File: config.mk
export PLATFORM = sky130hd
export DESIGN_NAME = acia_regif
export DESIGN_NICKNAME = d
export VERILOG_FILES = /design/src/rtl/acia_pkg.sv /design/src/rtl/acia_rx_hold.sv /design/src/rtl/acia_tx_track.sv /design/src/rtl/acia_irq_eval.sv /design/src/rtl/acia_regif.sv
export SDC_FILE = /design/constraint.sdc
export NUM_CORES = 1
export LEC_CHECK = 0
export BUFFER_PORTS_ARGS = -buffer_cell sky130_fd_sc_hd__buf_2
export CORE_AREA = 2 2 49 51
export DETAILED_ROUTE_END_ITERATION = 8
export DIE_AREA = 0 0 51 53
export PLACE_DENSITY = 0.72
export SLEW_MARGIN = 10
export SYNTH_ARGS = -nofsm -noshare
export SYNTH_HDL_FRONTEND = slang
export SYNTH_SLANG_ARGS = --single-unit
File: constraint.sdc
create_clock -name clk -period 1 [get_ports clk]
set_input_delay 0 -clock clk [delete_from_list [all_inputs] [get_ports clk]]
set_output_delay 0 -clock clk [all_outputs]
set_load 0.03 [all_outputs]
File: src/rtl/acia_pkg.sv
package acia_pkg;
    localparam int DW        = 8;
    localparam int ST_IRQ    = 7;
    localparam int ST_TXE    = 1;
    localparam int ST_RXF    = 0;
    localparam int CR_RXIE   = 7;
    localparam int CR_TXC_HI = 6;
    localparam int CR_TXC_LO = 5;
    localparam logic [1:0] TXC_IRQ_ON = 2'b01;

    function automatic logic irq_want(input logic [DW-1:0] cr,
                                      input logic rxf, input logic txe);
        logic rx_src;
        logic tx_src;
        rx_src = cr[CR_RXIE] & rxf;
        tx_src = (cr[CR_TXC_HI:CR_TXC_LO] == TXC_IRQ_ON) & txe;
        return rx_src | tx_src;
    endfunction
endpackage

File: src/rtl/acia_rx_hold.sv
module acia_rx_hold
    import acia_pkg::*;
#(
    parameter logic [DW-1:0] RX_INIT = 8'h01
) (
    input  logic          clk,
    input  logic          rst_n,
    input  logic          rx_valid,
    input  logic [DW-1:0] rx_byte,
    input  logic          rd_take,
    output logic [DW-1:0] rx_data,
    output logic          rx_full,
    output logic          rx_full_d
);
    typedef struct packed {
        logic [DW-1:0] data;
        logic          full;
    } rx_state_t;

    rx_state_t st_d, st_q;

    always_comb begin
        st_d = st_q;
        if (rd_take)
            st_d.full = 1'b0;
        if (rx_valid) begin
            st_d.data = rx_byte;
            st_d.full = 1'b1;
        end
    end

    always_ff @(posedge clk) begin
        if (!rst_n) begin
            st_q.data <= RX_INIT;
            st_q.full <= 1'b0;
        end else begin
            st_q <= st_d;
        end
    end

    assign rx_data   = st_q.data;
    assign rx_full   = st_q.full;
    assign rx_full_d = st_d.full;

    AST_READ_CLEARS_FULL: assert property (@(posedge clk) disable iff (!rst_n)
        (rd_take && !rx_valid) |=> !rx_full);
    AST_RX_CAPTURE: assert property (@(posedge clk) disable iff (!rst_n)
        rx_valid |=> (rx_full && rx_data == $past(rx_byte)));
endmodule

File: src/rtl/acia_tx_track.sv
module acia_tx_track
    import acia_pkg::*;
(
    input  logic          clk,
    input  logic          rst_n,
    input  logic          wr_take,
    input  logic [DW-1:0] wr_byte,
    input  logic          tx_free,
    output logic          tx_empty,
    output logic          tx_empty_d,
    output logic          tx_load,
    output logic [DW-1:0] tx_byte
);
    typedef struct packed {
        logic          empty;
        logic          load;
        logic [DW-1:0] hold;
    } tx_state_t;

    tx_state_t st_d, st_q;

    always_comb begin
        st_d      = st_q;
        st_d.load = 1'b0;
        if (tx_free)
            st_d.empty = 1'b1;
        if (wr_take) begin
            st_d.empty = 1'b0;
            st_d.load  = 1'b1;
            st_d.hold  = wr_byte;
        end
    end

    always_ff @(posedge clk) begin
        if (!rst_n) begin
            st_q.empty <= 1'b1;
            st_q.load  <= 1'b0;
            st_q.hold  <= '0;
        end else begin
            st_q <= st_d;
        end
    end

    assign tx_empty   = st_q.empty;
    assign tx_empty_d = st_d.empty;
    assign tx_load    = st_q.load;
    assign tx_byte    = st_q.hold;

    AST_WRITE_LOADS: assert property (@(posedge clk) disable iff (!rst_n)
        wr_take |=> (tx_load && !tx_empty && tx_byte == $past(wr_byte)));
    AST_LOAD_ONE_CYCLE: assert property (@(posedge clk) disable iff (!rst_n)
        (tx_load && !wr_take) |=> !tx_load);
    AST_FREE_SETS_EMPTY: assert property (@(posedge clk) disable iff (!rst_n)
        (tx_free && !wr_take) |=> tx_empty);
endmodule

File: src/rtl/acia_irq_eval.sv
module acia_irq_eval
    import acia_pkg::*;
(
    input  logic          clk,
    input  logic          rst_n,
    input  logic [DW-1:0] ctrl_d,
    input  logic          rxf_d,
    input  logic          txe_d,
    output logic          irq
);
    typedef struct packed {
        logic req;
    } irq_state_t;

    irq_state_t st_d, st_q;

    always_comb begin
        st_d.req = irq_want(ctrl_d, rxf_d, txe_d);
    end

    always_ff @(posedge clk) begin
        if (!rst_n)
            st_q.req <= 1'b0;
        else
            st_q <= st_d;
    end

    assign irq = st_q.req;
endmodule

File: src/rtl/acia_regif.sv
module acia_regif
    import acia_pkg::*;
#(
    parameter logic [DW-1:0] RX_INIT = 8'h01
) (
    input  logic          clk,
    input  logic          rst_n,
    input  logic          cs,
    input  logic          reg_sel,
    input  logic          rd,
    input  logic          wr,
    input  logic [DW-1:0] wdata,
    output logic [DW-1:0] rdata,
    output logic          irq_n,
    input  logic          rx_valid,
    input  logic [DW-1:0] rx_byte,
    input  logic          tx_free,
    output logic          tx_load,
    output logic [DW-1:0] tx_byte
);
    typedef struct packed {
        logic [DW-1:0] ctrl;
    } top_state_t;

    top_state_t    st_d, st_q;
    logic          ctrl_wr, data_wr, data_rd;
    logic [DW-1:0] rx_data;
    logic          rx_full, rx_full_d;
    logic          tx_empty, tx_empty_d;
    logic          irq;
    logic [DW-1:0] status;

    assign ctrl_wr = cs & wr & ~reg_sel;
    assign data_wr = cs & wr &  reg_sel;
    assign data_rd = cs & rd &  reg_sel;

    always_comb begin
        st_d = st_q;
        if (ctrl_wr)
            st_d.ctrl = wdata;
    end

    always_ff @(posedge clk) begin
        if (!rst_n)
            st_q.ctrl <= '0;
        else
            st_q <= st_d;
    end

    acia_rx_hold #(.RX_INIT(RX_INIT)) u_rx (
        .clk      (clk),
        .rst_n    (rst_n),
        .rx_valid (rx_valid),
        .rx_byte  (rx_byte),
        .rd_take  (data_rd),
        .rx_data  (rx_data),
        .rx_full  (rx_full),
        .rx_full_d(rx_full_d)
    );

    acia_tx_track u_tx (
        .clk       (clk),
        .rst_n     (rst_n),
        .wr_take   (data_wr),
        .wr_byte   (wdata),
        .tx_free   (tx_free),
        .tx_empty  (tx_empty),
        .tx_empty_d(tx_empty_d),
        .tx_load   (tx_load),
        .tx_byte   (tx_byte)
    );

    acia_irq_eval u_irq (
        .clk   (clk),
        .rst_n (rst_n),
        .ctrl_d(st_d.ctrl),
        .rxf_d (rx_full_d),
        .txe_d (tx_empty_d),
        .irq   (irq)
    );

    always_comb begin
        status         = '0;
        status[ST_IRQ] = irq;
        status[ST_TXE] = tx_empty;
        status[ST_RXF] = rx_full;
    end

    assign rdata = reg_sel ? rx_data : status;
    assign irq_n = ~irq;

    AST_RX_IRQ: assert property (@(posedge clk) disable iff (!rst_n)
        (st_q.ctrl[CR_RXIE] && rx_full) |-> !irq_n);
    AST_TX_IRQ: assert property (@(posedge clk) disable iff (!rst_n)
        ((st_q.ctrl[CR_TXC_HI:CR_TXC_LO] == TXC_IRQ_ON) && tx_empty) |-> !irq_n);
    AST_NO_SPURIOUS_IRQ: assert property (@(posedge clk) disable iff (!rst_n)
        (!(st_q.ctrl[CR_RXIE] && rx_full) &&
         !((st_q.ctrl[CR_TXC_HI:CR_TXC_LO] == TXC_IRQ_ON) && tx_empty)) |-> irq_n);
    AST_CTRL_STORE: assert property (@(posedge clk) disable iff (!rst_n)
        ctrl_wr |=> (st_q.ctrl == $past(wdata)));
    AST_DESELECT_HOLD: assert property (@(posedge clk) disable iff (!rst_n)
        !cs |=> $stable(st_q.ctrl));
endmodule

# Word-level counts from Yosys, hierarchy flattened
# Cells that the tools add are included.
# Widths: inputs -> output; s select.
[word_totals] in_bits=24 mem_bits_rw=0 latchBits=0 romBits=0 word_cells=25 n_memories=0 output_inout_bits=18 regBits=28
[classes] multipliers=0 bitwise_logic=10 n_eq_ne=1 div_mod_pow=0 magnitude_cmp=0 n_reduce_logical=0 shifts=0 n_mux=6 addsub=0
[op_table] op="$mux 8" count=2
[op_table] op="$mux 10" count=1
[op_table] op="$and 1x1->1" count=7
[op_table] op="$mux 1" count=3
[op_table] op="$eq 2x1->1 const B" count=1
[op_table] op="$not 1->1" count=2
[op_table] op="$or 1x1->1" count=1

# Longest topological paths before layout
# Gate-level depths: netlist (run 1).
[depth] ltp_word=6 ltp_mapped=4 mapped_depth_nobuf=3

# Cells and area by module
# A second synthesis (run 1) with hierarchy kept.
[hier_totals] hier_cells=122 hier_area_um2=1261.2
[modules_own_cells] mod="acia_regif" n_inst=1 cells_each=58 seq_area_each_um2=160.2 area_per_inst_um2=523.0
[modules_own_cells] mod="acia_tx_track" n_inst=1 cells_each=31 seq_area_each_um2=200.2 area_per_inst_um2=361.6
[modules_own_cells] mod="acia_rx_hold" n_inst=1 cells_each=29 seq_area_each_um2=180.2 area_per_inst_um2=339.1
[modules_own_cells] mod="acia_irq_eval" n_inst=1 cells_each=4 seq_area_each_um2=20.0 area_per_inst_um2=37.5

# Worst setup path before layout (run 1)
# No wires, ideal clock.
[synth_path] path_kind="reg-to-output" start="register u_irq.st_q, in the netlist u_irq.irq" end="output rdata[7]" required_time_ns=1.000 arrival_time_ns=1.147 path_slack_ns=-0.147 stages_incl_launch_ff=3 path_buffers=0 cell_sequence="dfxtp_1 > inv_1 > o21ai_0"
[synth_via] elab_chain_len=1
[synth_lines] element="start: declaration" line="acia_irq_eval.sv:15" source="irq_state_t st_d, st_q;"
[synth_lines] element="start signal: assignment" line="acia_irq_eval.sv:25" source="st_q <= st_d;"
[synth_lines] element="$mux 8" line="acia_regif.sv:89" source="assign rdata = reg_sel ? rx_data : status;"
[synth_lines] element="end: declaration" line="acia_regif.sv:13" source="output logic [DW-1:0] rdata,"
# No other way between the ends.

# Worst setup path in the final report (run 1)
[layout_path] start="register u_rx.st_q (netlist bit u_rx.rx_full)" end="output rdata[0]"
[layout_via] elab_chain_len=1
[layout_lines] element="start: declaration" line="acia_rx_hold.sv:20" source="rx_state_t st_d, st_q;"
[layout_lines] element="start signal: assignment" line="acia_rx_hold.sv:37" source="st_q <= st_d;"
[layout_lines] element="$mux 8" line="acia_regif.sv:89"
# No other way between the ends.

==> results of run 1 <==
-- worst reg2reg max path: cells and delay by family, from the launching register on --
family / cells / cell delay [ns]
AO/OA/AOI/OAI: 2 / 0.47
flip-flops: 1 / 0.34
AND/OR/NAND/NOR: 1 / 0.06
-- synth_stat cells --
| cell type | count |
|---|---|
| dfxtp_1 | 23 |
| nor2_1 | 12 |
| a21oi_1 | 9 |
| nand3b_1 | 1 |
| o32ai_1 | 1 |
| buf_6 | 1 |
| o21ai_0 | 2 |
| inv_1 | 3 |
| nand2_1 | 21 |
| and3_1 | 2 |
| mux2i_1 | 10 |
| clkbuf_1 | 2 |
| mux2_2 | 3 |
| nand3_1 | 2 |
| buf_2 | 2 |
| a2111o_1 | 1 |
| and2_1 | 5 |
-- area by class of cell --
cell class                      instances  area share, %
Clock buffer                            4           1.87
Timing Repair Buffer                   65           32.2
Multi-Input combinational cell         69           29.3
Tap cell                               28           2.49
Inverter                                3           1.07
Sequential cell                        23           33.0
-- logic make-up after synthesis --
kind of cell,count (synthesis),synth area share (%)
flip-flops,23,51.5
AO/OA/AOI/OAI,13,8.39
buffers and inverters,8,4.48
multiplexers,13,15.0
AND/OR/NAND/NOR,43,20.7
-- timing repair --
item,in CTS,in global routing
hold buffers,18,0
setup endpoints to repair,2,12
gates resized for setup,8,12
endpoints found under the hold margin,19,0
buffers inserted,0,2
-- final timing paths --
kind / from / end / slack, ns / cells past startpoint
setup / recovery: u_rx.rx_full / rdata[0] / -0.05 / 2
hold / removal: rd / u_rx.rx_full / 0.09 / 4
setup reg to reg: u_tx.tx_empty / u_irq.irq / 0.05 / 3
hold reg to reg: u_tx.tx_byte[4] / u_tx.tx_byte[4] / 0.46 / 2
-- stage by stage --
| step | worst slack [ns] | util (%) | power [mW] | instance area (µm²) | std cells |
|---|---|---|---|---|---|
| global placement | 0.126 | 52.9 | 1.27 | 1140 | 168 |
| detailed placement | 0.0775 | 52.9 | 1.28 | 1140 | 168 |
| floorplan | 0.0838 | - | 1.17 | 895 | 100 |
| finish | -0.0492 | 65.6 | 1.76 | 1410 | 192 |
| CTS | -0.0496 | 63.5 | 1.75 | 1370 | 190 |
| global route | -0.0894 | 65.6 | 1.84 | 1410 | 192 |
-- per-layer routing --
layer | GRT usage, % | share of wire, % | vias up
met1 | 20.5 | 43 | 409
met5 | 0 | 0 | -
li1 | - | - | 456
met4 | 5.41 | 0.87 | 0
met2 | 32.3 | 50 | 33
met3 | 2.82 | 5.7 | 4
-- power by group through the flow --
stage	clock network, mW	registers (mW)	logic, mW
floorplan	0	1.01	0.153
global placement	0	0.994	0.277
detailed placement	0	0.995	0.282
CTS	0.426	0.976	0.352
global route	0.456	0.983	0.403
finish	0.411	0.977	0.373
-- flip-flops by register name, indices dropped and copies added (netlist names) --
name           flops
u_rx.rx_full       1
u_rx.rx_data       8
st_q               3
u_tx.tx_load       1
u_irq.irq          1
u_tx.tx_byte       8
u_tx.tx_empty      1
==> flow_metrics.tcl, run 1 <==
set metrics [dict create \
    yosysUniqueCellTypes 17 \
    ys_ff_latch 23 \
    via_count 902 \
    violations "negative setup slack" \
    cts_tree "done" \
    placementRows 17 \
    gr-total-overflow 0 \
    rsz0062_at_grt "yes" \
    path_cells "mux2_4 > buf_6" \
    multiInputGateArea_um2 413 \
    clock_path_buffers 2 \
    period_share_pct 105 \
    die-area_um2 2700 \
    initial_utilization_pct 41.6 \
    setup_viol 3 \
    outcome "complete, but fails checks" \
    chipWidth_um 51 \
    gp_congestion 0.898 \
    hold_ws_ns 0.0854 \
    tightest_slew_ns 0.299 \
    clk_latency_ns 0.30 \
    grt_max_degree 13 \
    synth_area_leader_cell "dfxtp_1" \
    n_fill_cell 180 \
    crit_type "reg -> out" \
    leakage_nw 0.687 \
    drv_cap 0 \
    synthTopCellsByArea "dfxtp_1 (51%), mux2i_1 (11%), nand2_1 (8.8%), a21oi_1 (5.0%), nor2_1 (5.0%)" \
    cp_top_family "flip-flops" \
    clk_pin_slew_ns 0.11 \
    h-tree-depth 1 \
    synthDominantCellAreaShare_pct 51.5 \
    dpl.hpwl_um 1470 \
    yosysSeqAreaShare_pct 51.5 \
    p_switching_uw 460 \
    clkSinkCount 23 \
    gr-usage-all-layers_pct 17.5 \
    antenna_found_initial 0 \
    routed_wl_um 2190 \
    cp.arrival_ns 1.05 \
    crit_fanout 2 \
    grt_pass1_wl_um 3550 \
    slowest_stage "dfxtp_2" \
    power_density_nw_per_um2 1250 \
    setup-tns-final_ns -0.0913 \
    holdCritPathClass "in -> reg" \
    maxSlewViolCount 0 \
    critPathCaptureType "output port" \
    port_buffers 41 \
    diodes 0 \
    finalHoldViolCount 0 \
    syn_to_final_growth_pct 57.5 \
    p_clk_share_pct 23.4 \
    mostFrequentLayoutCell "buf_2" \
    finalClockSkew_ns 0.00162 \
    synth_fp_nets 124 \
    switching_share_pct 26.1 \
    p_seq_share_pct 55.5 \
    syn_area_um2 895 \
    seq_area_um2 465 \
    combPwrFrac_pct 21.2 \
    die_h_um 53 \
    cts_inserted_buffers 3 \
    maxSlewHeadroom_pct 79.5 \
    power.internal_mw 1.30 \
    core_area_um2 2150 \
    clock.fmax_mhz 953 \
    path_buf_inv 1 \
    syn_area_per_cell_um2 8.95 \
    drive_gt1_share_pct 37.2 \
    period_minus_slack_ns 1.05 \
    ant_nets 0 \
    required_ns 1.00 \
    syn_inst 100 \
    drt_iter0_markers 21 \
    firstDrtPassIters 4 \
    cts_root_buf "clkbuf_4" \
    mostFrequentLayoutCells "buf_2 (36), nand2_1 (21), dfxtp_1 (19)" \
    synth_warnings 0 \
    layout_setup_ws_ns -0.0492 \
    max_stage_delay_ns 0.34 \
    top_level_ports 42 \
    routedWlPerCell_um 11.4 \
    viasPerCell 4.70 \
    cp-start-kind "register" \
    grt_pass1_vias 849 \
    detail_route.drc_violations 0 \
    peakVddDrop_mv 1.04 \
    nets 189 \
]
Note: power is estimated with default switching activity, not from simulation.
==> run 2: changes to the inputs <==
- RECOVER_POWER: default -> 100
==> run 2 against run 1 <==
Against the previous run:
- the flow still finishes with violations (negative setup slack)
- sequential share of layout area about the same
- fmax increased by 0.10%
- die area unchanged
- critical path type unchanged
- critical endpoint unchanged
==> flow_metrics.tcl, run 2 (synthesis results as in run 1) <==
set metrics [dict create \
    crit_type "reg -> out" \
    antenna_found_initial 0 \
    ant_nets 0 \
    drive_gt1_share_pct 36.0 \
    die_h_um 53 \
    seq_area_um2 464 \
    grt_pass1_vias 849 \
    clk_latency_ns 0.30 \
    detail_route.drc_violations 0 \
    syn_to_final_growth_pct 57.1 \
    port_buffers 41 \
    slowest_stage "dfxtp_2" \
    period_minus_slack_ns 1.05 \
    cp.arrival_ns 1.05 \
    tightest_slew_ns 0.291 \
    period_share_pct 105 \
    hold_ws_ns 0.0877 \
    cts_root_buf "clkbuf_4" \
    die-area_um2 2700 \
    peakVddDrop_mv 1.03 \
    gr-usage-all-layers_pct 17.5 \
    outcome "complete, but fails checks" \
    finalHoldViolCount 0 \
    gr-total-overflow 0 \
    initial_utilization_pct 41.6 \
    utilization_pct 65.4 \
    dpl.hpwl_um 1470 \
    multiInputGateArea_um2 413 \
    chipWidth_um 51 \
    n_fill_cell 182 \
    grt_use_met3_pct 2.82 \
    leakage_nw 0.678 \
    rsz0062_at_grt "yes" \
    grt_util_met2_pct 32.3 \
    mostFrequentLayoutCells "buf_2 (26), nand2_1 (21), dfxtp_1 (20)" \
    drv_cap 0 \
    maxSlewHeadroom_pct 80.0 \
    via_count 904 \
    required_ns 1.00 \
    layout_setup_ws_ns -0.0481 \
    clk_pin_slew_ns 0.11 \
    clkSinkCount 23 \
    cts_tree "done" \
    core_area_um2 2150 \
    grt_max_degree 13 \
    cp-start-kind "register" \
    top_level_ports 42 \
    critPathCaptureType "output port" \
    routed_wl_um 2200 \
    crit_fanout 2 \
    path_cells "mux2_4 > buf_6" \
    h-tree-depth 1 \
    drt_iter0_markers 20 \
    placementRows 17 \
    maxSlewViolCount 0 \
    violations "negative setup slack" \
    clock.fmax_mhz 954 \
    mostFrequentLayoutCell "buf_2" \
    clock_path_buffers 2 \
    cts_inserted_buffers 3 \
    grt_pass1_wl_um 3550 \
    path_buf_inv 1 \
    gp_congestion 0.898 \
    diodes 0 \
    power_density_nw_per_um2 1250 \
    cp_top_family "flip-flops" \
    max_stage_delay_ns 0.34 \
    routedWlPerCell_um 11.4 \
    setup_viol 2 \
    nets 189 \
    firstDrtPassIters 4 \
    gr-max-usage-layer "met2" \
    holdCritPathClass "in -> reg" \
    viasPerCell 4.71 \
    finalClockSkew_ns 0.000609 \
    grt_use_met1_pct 20.5 \
]
[run 2: changes by cell type in the layout (fill, tap and decap cells not counted)]
cell / change
clkbuf_2: +11
buf_2: -10
buf_4: -4
clkbuf_4: +3
and2_0: +1
and2_1: -1
dfxtp_1: +1
dfxtp_2: -1
mux2_1: +1
mux2_2: -1
[run 2: final timing paths]
kind                        start         endpoint  slack (ns)  cells after the start
setup / recovery     u_rx.rx_full         rdata[0]       -0.05                      2
hold / removal                 rd     u_rx.rx_full        0.09                      4
setup reg to reg    u_tx.tx_empty        u_irq.irq        0.06                      3
hold reg to reg   u_tx.tx_byte[4]  u_tx.tx_byte[4]        0.46                      2
[run 2: metal layers]
metal  vias up  routed length (µm)
li1        457                   -
met5         -                   0
met3         4                 132
met4         0                  19
met2        35                1090
met1       408                 951
[run 2: power by group]
part           total (mW)  internal (mW)  switching, mW  leakage (nW)
Clock               0.411          0.156          0.255        0.0150
Sequential          0.977          0.959         0.0182         0.189
Combinational       0.370          0.183          0.186         0.474
Total                1.76           1.30          0.460         0.678
[run 2: cell type report]
| cell class | count | area share, % |
|---|---|---|
| multi-input cells | 69 | 29.4 |
| clock buffers | 4 | 1.87 |
| repair buffers | 65 | 32.1 |
| well taps | 28 | 2.49 |
| flip-flops and latches | 23 | 33.0 |
| inverters | 3 | 1.07 |
[run 2: timing repair]
| action | in CTS | in global routing |
|---|---|---|
| cloned | 0 | 0 |
| hold endpoints to repair | 19 | 0 |
| resized for setup | 8 | 12 |
| setup endpoints to repair | 2 | 12 |
| buffers inserted | 0 | 2 |
| hold buffers | 18 | 0 |
[run 2: metrics by stage]
stage	instances	power, mW	area (µm²)	setup slack, ns	setup TNS [ns]
global route	192	1.84	1410	-0.0894	-0.249
CTS	190	1.75	1370	-0.0496	-0.0992
detailed placement	168	1.28	1140	0.0775	0
global placement	168	1.27	1140	0.126	0
floorplan	100	1.17	895	0.0838	0
finish	192	1.76	1410	-0.0481	-0.0857
[run 2: worst min-delay path, cell delays in order]
cell and delay (ns):
buf_2 0.10, nand3_1 0.07, a21oi_1 0.10, nor2_1 0.09
